==> src/rtl/sdp_pkg.sv <==
package sdp_pkg;
    // register byte offsets (software decodes these)
    localparam int OFF_CTRL  = 'h00;
    localparam int OFF_MODE  = 'h04;
    localparam int OFF_IEN   = 'h08;
    localparam int OFF_IDIS  = 'h0C;
    localparam int OFF_IMASK = 'h10;
    localparam int OFF_STAT  = 'h14;
    localparam int OFF_RXD   = 'h18;
    localparam int OFF_TXD   = 'h1C;
    localparam int OFF_BAUD  = 'h20;
    // control bits
    localparam int CB_RST_RX  = 2;
    localparam int CB_RST_TX  = 3;
    localparam int CB_RX_ON   = 4;
    localparam int CB_RX_OFF  = 5;
    localparam int CB_TX_ON   = 6;
    localparam int CB_TX_OFF  = 7;
    localparam int CB_CLR_ERR = 8;
    // status bits
    localparam int SB_RX_FULL = 0;
    localparam int SB_TX_FREE = 1;
    localparam int SB_OVERRUN = 5;
    localparam int SB_FRAMING = 6;
    localparam int SB_TX_IDLE = 9;
    // frame: start + 8 data + stop
    localparam int FRAME_BITS = 10;
endpackage

==> src/rtl/sdp_tx.sv <==
module sdp_tx import sdp_pkg::*; #(
    parameter int DIV_W = 16,
    parameter int OVS   = 16
) (
    input  logic             clk,
    input  logic             rst_n,
    input  logic [DIV_W-1:0] div,
    input  logic             load,
    input  logic             abort,
    input  logic [7:0]       byte_in,
    output logic             txd,
    output logic             busy,
    output logic             done
);
    localparam int SUB_W = $clog2(OVS);

    typedef struct packed {
        logic                  busy;
        logic [DIV_W-1:0]      pre;
        logic [SUB_W-1:0]      sub;
        logic [3:0]            bitn;
        logic [FRAME_BITS-1:0] sh;
    } tx_t;

    tx_t tx_d, tx_q;

    always_comb begin
        tx_d = tx_q;
        done = 1'b0;
        if (abort) begin
            tx_d.busy = 1'b0;
        end else if (load) begin
            tx_d.busy = 1'b1;
            tx_d.pre  = '0;
            tx_d.sub  = '0;
            tx_d.bitn = '0;
            tx_d.sh   = {1'b1, byte_in, 1'b0};
        end else if (tx_q.busy && div != '0) begin
            if (tx_q.pre == div - DIV_W'(1)) begin
                tx_d.pre = '0;
                if (tx_q.sub == SUB_W'(OVS - 1)) begin
                    tx_d.sub  = '0;
                    tx_d.sh   = {1'b1, tx_q.sh[FRAME_BITS-1:1]};
                    tx_d.bitn = tx_q.bitn + 4'd1;
                    if (tx_q.bitn == 4'(FRAME_BITS - 1)) begin
                        tx_d.busy = 1'b0;
                        done      = 1'b1;
                    end
                end else begin
                    tx_d.sub = tx_q.sub + SUB_W'(1);
                end
            end else begin
                tx_d.pre = tx_q.pre + DIV_W'(1);
            end
        end
    end

    always_ff @(posedge clk or negedge rst_n) begin
        if (!rst_n) tx_q <= '0;
        else        tx_q <= tx_d;
    end

    assign txd  = !tx_q.busy || tx_q.sh[0];
    assign busy = tx_q.busy;
endmodule

==> src/rtl/sdp_rx.sv <==
module sdp_rx import sdp_pkg::*; #(
    parameter int DIV_W = 16,
    parameter int OVS   = 16
) (
    input  logic             clk,
    input  logic             rst_n,
    input  logic [DIV_W-1:0] div,
    input  logic             en,
    input  logic             rxd,
    output logic             valid,
    output logic             ferr,
    output logic [7:0]       byte_out
);
    localparam int SUB_W = $clog2(OVS);
    localparam logic [SUB_W-1:0] MID = SUB_W'(OVS / 2 - 1);

    typedef struct packed {
        logic [1:0]       sync;
        logic             busy;
        logic [DIV_W-1:0] pre;
        logic [SUB_W-1:0] sub;
        logic [3:0]       bitn;
        logic [7:0]       sh;
    } rx_t;

    rx_t  rx_d, rx_q;
    logic line;

    assign line = rx_q.sync[1];

    always_comb begin
        rx_d      = rx_q;
        rx_d.sync = {rx_q.sync[0], rxd};
        valid     = 1'b0;
        ferr      = 1'b0;
        if (!en) begin
            rx_d.busy = 1'b0;
        end else if (!rx_q.busy) begin
            if (!line) begin
                rx_d.busy = 1'b1;
                rx_d.pre  = '0;
                rx_d.sub  = '0;
                rx_d.bitn = '0;
            end
        end else if (div != '0) begin
            if (rx_q.pre == div - DIV_W'(1)) begin
                rx_d.pre = '0;
                rx_d.sub = rx_q.sub + SUB_W'(1);
                if (rx_q.sub == MID) begin
                    rx_d.bitn = rx_q.bitn + 4'd1;
                    if (rx_q.bitn == 4'd0) begin
                        if (line) rx_d.busy = 1'b0;   // false start
                    end else if (rx_q.bitn == 4'(FRAME_BITS - 1)) begin
                        valid     = 1'b1;
                        ferr      = !line;
                        rx_d.busy = 1'b0;
                    end else begin
                        rx_d.sh = {line, rx_q.sh[7:1]};
                    end
                end
            end else begin
                rx_d.pre = rx_q.pre + DIV_W'(1);
            end
        end
    end

    always_ff @(posedge clk or negedge rst_n) begin
        if (!rst_n) rx_q <= '{sync: 2'b11, default: '0};
        else        rx_q <= rx_d;
    end

    assign byte_out = rx_q.sh;
endmodule

==> src/rtl/serial_dbg_port.sv <==
module serial_dbg_port import sdp_pkg::*; #(
    parameter int ADDR_W = 6,
    parameter int DIV_W  = 16,
    parameter int OVS    = 16
) (
    input  logic              clk,
    input  logic              rst_n,
    input  logic              bus_sel,
    input  logic              bus_wr,
    input  logic [ADDR_W-1:0] bus_addr,
    input  logic [31:0]       bus_wdata,
    output logic [31:0]       bus_rdata,
    output logic              txd,
    input  logic              rxd,
    output logic              irq
);
    typedef struct packed {
        logic [31:0]      mask;
        logic [31:0]      mode;
        logic [DIV_W-1:0] div;
        logic [7:0]       rhr;
        logic             rxrdy;
        logic             txrdy;
        logic             txempty;
        logic             ovre;
        logic             frame;
        logic             tx_en;
        logic             rx_en;
    } regs_t;

    regs_t       regs_d, regs_q;
    logic        wr_hit, rd_hit;
    logic        tx_load, tx_abort, tx_busy, tx_done;
    logic        rx_valid, rx_ferr;
    logic [7:0]  rx_byte;
    logic [31:0] stat_vec;

    assign wr_hit = bus_sel && bus_wr;
    assign rd_hit = bus_sel && !bus_wr;

    always_comb begin
        stat_vec             = '0;
        stat_vec[SB_RX_FULL] = regs_q.rxrdy;
        stat_vec[SB_TX_FREE] = regs_q.txrdy;
        stat_vec[SB_OVERRUN] = regs_q.ovre;
        stat_vec[SB_FRAMING] = regs_q.frame;
        stat_vec[SB_TX_IDLE] = regs_q.txempty;
    end

    always_comb begin
        regs_d   = regs_q;
        tx_load  = 1'b0;
        tx_abort = 1'b0;
        // character finished shifting
        if (tx_done && regs_q.tx_en) begin
            regs_d.txrdy   = 1'b1;
            regs_d.txempty = 1'b1;
        end
        // receive path: a new byte wins over a same-cycle read
        if (rx_valid) begin
            if (regs_q.rxrdy) regs_d.ovre = 1'b1;
            if (rx_ferr)      regs_d.frame = 1'b1;
            regs_d.rhr   = rx_byte;
            regs_d.rxrdy = 1'b1;
        end else if (rd_hit && bus_addr == ADDR_W'(OFF_RXD)) begin
            regs_d.rxrdy = 1'b0;
        end
        if (wr_hit) begin
            case (bus_addr)
                ADDR_W'(OFF_CTRL): begin
                    if (bus_wdata[CB_RST_RX] || bus_wdata[CB_RX_OFF]) regs_d.rx_en = 1'b0;
                    else if (bus_wdata[CB_RX_ON])                      regs_d.rx_en = 1'b1;
                    if (bus_wdata[CB_RST_TX] || bus_wdata[CB_TX_OFF]) begin
                        regs_d.tx_en   = 1'b0;
                        regs_d.txrdy   = 1'b0;
                        regs_d.txempty = 1'b0;
                        tx_abort       = bus_wdata[CB_RST_TX];
                    end else if (bus_wdata[CB_TX_ON]) begin
                        regs_d.tx_en = 1'b1;
                        if (!tx_busy) begin
                            regs_d.txrdy   = 1'b1;
                            regs_d.txempty = 1'b1;
                        end
                    end
                    if (bus_wdata[CB_CLR_ERR]) begin
                        regs_d.ovre  = 1'b0;
                        regs_d.frame = 1'b0;
                    end
                end
                ADDR_W'(OFF_MODE): regs_d.mode = bus_wdata;
                ADDR_W'(OFF_IEN):  regs_d.mask = regs_q.mask | bus_wdata;
                ADDR_W'(OFF_IDIS): regs_d.mask = regs_q.mask & ~bus_wdata;
                ADDR_W'(OFF_TXD): begin
                    if (regs_q.tx_en && regs_q.txrdy) begin
                        tx_load        = 1'b1;
                        regs_d.txrdy   = 1'b0;
                        regs_d.txempty = 1'b0;
                    end
                end
                ADDR_W'(OFF_BAUD): regs_d.div = bus_wdata[DIV_W-1:0];
                default: ;
            endcase
        end
    end

    always_ff @(posedge clk or negedge rst_n) begin
        if (!rst_n) begin
            regs_q <= '{txrdy: 1'b1, txempty: 1'b1, tx_en: 1'b1, rx_en: 1'b1, default: '0};
        end else begin
            regs_q <= regs_d;
        end
    end

    always_comb begin
        case (bus_addr)
            ADDR_W'(OFF_MODE):  bus_rdata = regs_q.mode;
            ADDR_W'(OFF_IMASK): bus_rdata = regs_q.mask;
            ADDR_W'(OFF_STAT):  bus_rdata = stat_vec;
            ADDR_W'(OFF_RXD):   bus_rdata = {24'd0, regs_q.rhr};
            ADDR_W'(OFF_BAUD):  bus_rdata = 32'(regs_q.div);
            default:            bus_rdata = '0;
        endcase
    end

    assign irq = |(regs_q.mask & stat_vec);

    sdp_tx #(.DIV_W(DIV_W), .OVS(OVS)) u_tx (
        .clk     (clk),
        .rst_n   (rst_n),
        .div     (regs_q.div),
        .load    (tx_load),
        .abort   (tx_abort),
        .byte_in (bus_wdata[7:0]),
        .txd     (txd),
        .busy    (tx_busy),
        .done    (tx_done)
    );

    sdp_rx #(.DIV_W(DIV_W), .OVS(OVS)) u_rx (
        .clk      (clk),
        .rst_n    (rst_n),
        .div      (regs_q.div),
        .en       (regs_q.rx_en),
        .rxd      (rxd),
        .valid    (rx_valid),
        .ferr     (rx_ferr),
        .byte_out (rx_byte)
    );
endmodule

==> config.mk <==
export PLATFORM = sky130hd
export DESIGN_NAME = serial_dbg_port
export DESIGN_NICKNAME = d
export VERILOG_FILES = /design/src/rtl/sdp_pkg.sv /design/src/rtl/sdp_tx.sv /design/src/rtl/sdp_rx.sv /design/src/rtl/serial_dbg_port.sv
export SDC_FILE = /design/constraint.sdc
export NUM_CORES = 1
export LEC_CHECK = 0
export ABC_AREA = 1
export ABC_CLOCK_PERIOD_IN_PS = 4200
export BUFFER_PORTS_ARGS = -buffer_cell sky130_fd_sc_hd__buf_2
export CAP_MARGIN = 25
export CORE_MARGIN = 2
export CORE_UTILIZATION = 30
export DETAILED_ROUTE_END_ITERATION = 16
export HOLD_SLACK_MARGIN = 0.05
export PLACE_DENSITY_LB_ADDON = 0.3
export SLEW_MARGIN = 20
export SYNTH_ARGS = -nofsm -noshare
export SYNTH_HDL_FRONTEND = slang
export SYNTH_SLANG_ARGS = --single-unit
==> constraint.sdc <==
create_clock -name clk -period 4.2 [get_ports clk]
set_clock_uncertainty 0.1 [all_clocks]
set_input_delay 0.42 -clock clk [delete_from_list [all_inputs] [get_ports clk]]
set_output_delay 0.42 -clock clk [all_outputs]
set_load 0.02 [all_outputs]
==> flow_summary.yaml, run 1 <==
floorplanning:
  die_area_mm2: 0.0327
  row_count: 64
  die_height_um: 181
  core-area_mm2: 0.0307
  pin_count: 77
  die_x_um: 181
  start_util: 0.306
critical_path:
  slowest_delay_ns: 0.45
  endpoint_kind: "flip-flop"
  cp_num_buf_inv: 1
  required_ns: 4.42
  crit_path_frequent_cell: "nand2_1"
  slowest_stage: "dfrtp_1"
  path_delay_family: "simple AND/OR/NAND/NOR gates"
  reg2reg_from: "regs_q[15]"
  worstPathMaxFanout: 15
  critPathKind: "flip-flop to flip-flop"
  critPathLaunch: "regs_q[15]"
  crit_path_start_kind: "flip-flop"
  critical_path_arrival_ns: 3.26
  crit_chain: "inv_2 > ha_1 > nand2_2 > nor2_1 > nand2_1 > nand2_1 > xor2_1 > nand3_1 > nor2_1 > nand3_1 > nand2_2 > nand3_2 > nand2_1 > nand2_1"
synth:
  synthTopCellsByCount: "nand2_1, dfrtp_1, inv_1, nor2_1, nand3_1"
  synth_nets: 1285
  syn_inst: 1232
  synth_seq_cells: 165
  syn_area_mm2: 0.00938
  synth_cell_types: 44
  ys_warn_count: 0
  yosysMostFrequentCell: "nand2_1"
  syn-mean-instance-area_um2: 7.61
  synthTopCellsByArea: "dfrtp_1, nand2_1, nand3_1, inv_1, nor2_1"
  synth_ff_type: "dfrtp_1"
  synth-edff-count: 0
  async_reset_ff_frac: 1.00
  synth_top_cell_by_area: "dfrtp_1"
  ys_seq_area_frac: 0.441
  synth_top_area_frac: 0.424
placement:
  dpl_cell_area_mm2: 0.0102
  portBuffers: 76
  dp_hpwl_um: 19400
  gp_congestion: 0.858
  placed_cells: 1676
drt:
  via_count: 8397
  ant_nets: 0
  route.detailed.drc: 0
  viasPerCell: 4.90
  drt_iter0_drc: 566
  dr.pass1.iters: 5
  wl_per_cell_um: 15.3
  totalWireLength_um: 26200
timing:
  finalCritPeriodShare: 0.725
  worst_pin_slew_ns: 0.703
  fmax_ghz: 0.329
  slew_headroom: 0.529
  timing.final.crit_period_ns: 3.04
  hold_violations: 0
  setup-violations-final: 0
  rsz0062_at_grt: "no"
  slew_violations: 0
  tns_ns: 0
clock_network:
  cts.sinks: 165
  cts_made_buffers: 17
  cts.clk_slew.worst_paths_ns: 0.08
  cts_root_buf: "clkbuf_16"
  cts_hold_buf: 2
  worstSkewPairLatency_ns: 0.44
  post_cts_buffers: 0
  cts_repair_resize_count: 0
  cts_max_level: 4
  cts_buffer_depth: 2
  cts_tree: "built"
layout:
  area_delta_synth_final_pct: 15.6
  postLayoutCoreUtil: 0.353
  nFillCells: 3251
  stdcell_count: 1713
  stdcell_area_mm2: 0.0108
  layout-drive-gt1-share: 0.146
  layout.nets: 1356
  multiInputGateArea_mm2: 0.00458
  seq_area_mm2: 0.00414
outcome:
  status: "finished, final reports clean"
grt:
  grtUsageMet2: 0.257
  grt_max_degree: 101
  grt_pass1_wl_um: 42700
  track_usage: 0.161
  grt_busiest_layer: "met2"
  met3_usage: 0.0345
  grt_pass1_vias: 8098
  antenna_found_initial: 1
  grtUsageMet1: 0.217
  grt-ovfl-total: 0
power_and_ir_drop:
  p_leak_uw: 0.00538
  vdd_drop_max_v: 0.000264
  power.density_mw_per_mm2: 377
hold_path:
  min_from: "bus_wdata[26]"
  holdCritPathClass: "input pin to flip-flop"
run:
  drv_cap: 0
## worst reg2reg max path, stage by stage (launching register included)
cell     delay (ns)
dfrtp_1        0.45
inv_2          0.12
ha_1           0.28
nand2_2        0.14
nor2_1         0.18
nand2_1        0.10
nand2_1        0.13
xor2_1         0.23
nand3_1        0.10
nor2_1         0.11
nand3_1        0.17
nand2_2        0.29
nand3_2        0.34
nand2_1        0.15
nand2_1        0.06
## routing by layer
metal  part of all wire  vias to the layer above
li1                   -                     4214
met1               0.48                     3934
met2               0.45                      211
met3              0.058                       38
met4              0.018                        0
met5                  0                        -
## path summary, 6_finish.rpt
kind | end | slack [ns] | cells past startpoint
setup / recovery | u_tx.tx_q[11] | 1.16 | 14
hold / removal | flip-flop | 0.08 | 2
setup reg to reg | u_tx.tx_q[11] | 1.16 | 14
hold reg to reg | u_rx.line | 0.26 | 0
max in group asynchronous | regs_q[4] | 3.03 | 3
min in group asynchronous | regs_q[62] | 0.28 | 2
## area by class of cell
type                    count  area share
multi-input cells         895       0.423
flip-flops and latches    165       0.382
repair buffers             90      0.0488
inverters                 134      0.0464
well taps                 396      0.0457
clock buffers              18      0.0396
clock inverters            14      0.0145
diodes                      1    0.000231
## through the flow
stage | hold slack [ns] | setup slack (ns) | power, uW
after floorplan | 0.0244 | 1.88 | 2310
after global placement | 0.253 | 1.12 | 2530
after detailed placement | 0.251 | 1.02 | 2550
after CTS | 0.0630 | 1.15 | 4120
after global routing | 0.0723 | 0.796 | 4300
final | 0.0751 | 1.16 | 4090
## cells by family after synthesis
| logic type | Yosys count | share of synthesized area |
|---|---|---|
| AND/OR/NAND/NOR | 662 | 0.315 |
| AO/OA/AOI/OAI | 183 | 0.118 |
| buffers and inverters | 172 | 0.0723 |
| flip-flops | 165 | 0.441 |
| XOR/XNOR | 27 | 0.0252 |
| multiplexers | 13 | 0.0156 |
| adder cells (fa/ha/maj) | 10 | 0.0133 |
## layout by cell type, fill, tap and decap left out, types with 4 or more instances in the layout
cell	count
inv_8	5
o21ai_1	5
o21ai_0	57
inv_2	5
or2_2	8
nand4_1	40
a22oi_1	6
clkbuf_16	17
xor2_1	24
nand3b_1	8
dfstp_2	6
clkinv_4	4
ha_1	10
nor3_2	4
a22o_1	16
nor3_1	16
buf_2	75
o22ai_1	15
o21ai_2	10
buf_4	10
dfrtp_1	159
inv_1	129
a21oi_1	43
nor2_4	4
nand2_1	351
nor2_1	104
a31oi_1	26
nand2_2	5
nor2_2	8
nand3_1	99
mux2_2	13
## power by group
part,switching [uW],internal (uW)
clock network,760,799
registers,87.7,1680
logic,509,249
total,1360,2730
No activity file was read; power rests on OpenSTA's default activity.
==> inputs of run 2 (changes only) <==
- ABC_CLOCK_PERIOD_IN_PS: 4200 -> 2780
- clock period: 4.2 -> 2.78 ns (I/O delays scaled with it)
==> flow_summary.yaml, run 2 (synthesis results as in run 1) <==
outcome:
  status: "finished, final reports clean"
drt:
  route.detailed.drc: 0
  drt_iter0_drc: 714
  dr.pass1.iters: 5
  totalWireLength_um: 27400
  via_count: 8630
  ant_nets: 0
  viasPerCell: 4.87
  wl_per_cell_um: 15.4
floorplanning:
  die_x_um: 181
  die_height_um: 181
  pin_count: 77
  start_util: 0.306
  die_area_mm2: 0.0327
  core-area_mm2: 0.0307
  row_count: 64
timing:
  holdWs_ns: 0.0675
  slew_headroom: 0.637
  fmax_ghz: 0.382
  setup-violations-final: 0
  slew_violations: 0
  worst_pin_slew_ns: 0.545
  hold_violations: 0
  timing.final.crit_period_ns: 2.62
  finalCritPeriodShare: 0.941
  worst_slack_ns: 0.164
power_and_ir_drop:
  power_frac_seq: 0.416
  p_leak_uw: 0.00568
  internal_power_uw: 4300
  comb_power_share: 0.203
  power_switching_uw: 2110
  power.density_mw_per_mm2: 556
  vdd_drop_max_v: 0.000408
  switching_share: 0.329
  p_clk_frac: 0.381
placement:
  pre_cts_slack_ns: -0.118
  placed_cells: 1701
  dp_hpwl_um: 20400
  gp_congestion: 0.917
  portBuffers: 76
grt:
  track_usage: 0.170
  grt-ovfl-total: 0
  grt_pass1_wl_um: 44900
  antenna_found_initial: 0
  grt_pass1_vias: 8492
  grt_max_degree: 54
clock_network:
  cts_tree: "built"
  worstSkewPairLatency_ns: 0.43
  cts_buffer_depth: 2
  cts_root_buf: "clkbuf_16"
  cts.sinks: 165
  cts.clk_slew.worst_paths_ns: 0.07
  cts_made_buffers: 17
  cts_max_level: 4
critical_path:
  worstPathMaxFanout: 12
  crit_path_frequent_cell: "nand2_1"
  crit_chain: "nor2_4 > nand2_2 > nor2_4 > buf_12 > nand3_1 > nand3_1 > nand2_1 > nand3b_1 > nor2_2 > nand2_1 > nand2_2 > nand2_1 > inv_1 > buf_12 > nor2_1"
  required_ns: 3.01
  cp_num_buf_inv: 3
  slowest_delay_ns: 0.48
  critPathKind: "flip-flop to flip-flop"
  path_delay_family: "simple AND/OR/NAND/NOR gates"
  crit_path_start_kind: "flip-flop"
  slowest_stage: "dfrtp_2"
  endpoint_kind: "flip-flop"
  critical_path_arrival_ns: 2.84
layout:
  stdcell_count: 1773
  layout.nets: 1417
  final_common_cell: "nand2_1"
  area_delta_synth_final_pct: 22.8
  nFillCells: 3152
  layout_common_cells: "nand2_1, dfrtp_1, inv_1, nand3_1, nor2_1"
  layout-drive-gt1-share: 0.179
  n_antenna_cell: 0
run:
  drv_cap: 0
hold_path:
  holdCritPathClass: "input pin to flip-flop"
[run 2: cell count changes in the layout (fill, tap and decap cells not counted), moves of 4 or more]
cell and change:
dfrtp_1 -5, nand2_1 -5, nor2_4 +5, buf_4 +27, dlygate4sd3_1 +32, dfrtp_2 +5, nor2_2 +5, nand2_2 +4
nor2_1 -10
[run 2: final cells by class]
| class | instances | area (um2) | area share |
|---|---|---|---|
| inverters | 134 | 503 | 0.0437 |
| well taps | 396 | 495 | 0.0430 |
| clock buffers | 17 | 425 | 0.0369 |
| repair buffers | 150 | 1060 | 0.0925 |
| multi-input cells | 896 | 4700 | 0.408 |
| flip-flops and latches | 165 | 4140 | 0.360 |
| clock inverters | 15 | 180 | 0.0156 |
[run 2: timing repair]
item,in CTS,in global routing
hold buffers,34,0
setup buffers,1,4
endpoints found under the setup margin,25,66
gates cloned,0,1
pin swaps,1,3
endpoints found under the hold margin,99,0
gates resized for setup,6,27
[run 2: per-layer routing]
layer  part of all wire  GRT usage  vias up
li1                   -          -     4340
met1               0.47      0.233     4041
met2               0.46      0.276      230
met3              0.056     0.0365       19
met4              0.011     0.0394        0
met5                  0          0        -
[run 2: path summary, 6_finish.rpt]
| check | from | end | slack, ns | depth (start not counted) |
|---|---|---|---|---|
| setup / recovery | regs_q[20] | u_tx.tx_q[31] | 0.16 | 15 |
| hold / removal | bus_wdata[10] | regs_q[25] | 0.07 | 3 |
| setup reg to reg | regs_q[20] | u_tx.tx_q[31] | 0.16 | 15 |
| hold reg to reg | u_rx.rx_d[34] | u_rx.line | 0.26 | 0 |
| max in group asynchronous | rst_n | u_rx.line | 1.58 | 3 |
| min in group asynchronous | rst_n | regs_q[49] | 0.26 | 2 |
[run 2: per-stage QoR]
stage               TNS [ns]  total power [uW]  utilization  area, um2
CTS                        0              6410        0.371      11400
finish                     0              6410        0.375      11500
detailed placement     -2.04              3880        0.339      10400
floorplan                  0              3490            -       9380
global route         -0.0298              6760        0.375      11500
global placement       -1.66              3880        0.339      10400
[run 2: tightest hold or removal path: stages]
cell     delay [ns]
buf_2          0.10
inv_1          0.09
o21ai_0        0.09
[run 2: power groups by stage]
| stage | registers [uW] | logic (uW) | clock network, uW |
|---|---|---|---|
| floorplan | 2670 | 823 | 0 |
| global placement | 2700 | 1170 | 0 |
| detailed placement | 2700 | 1180 | 0 |
| CTS | 2660 | 1250 | 2500 |
| global route | 2690 | 1470 | 2600 |
| finish | 2670 | 1300 | 2440 |
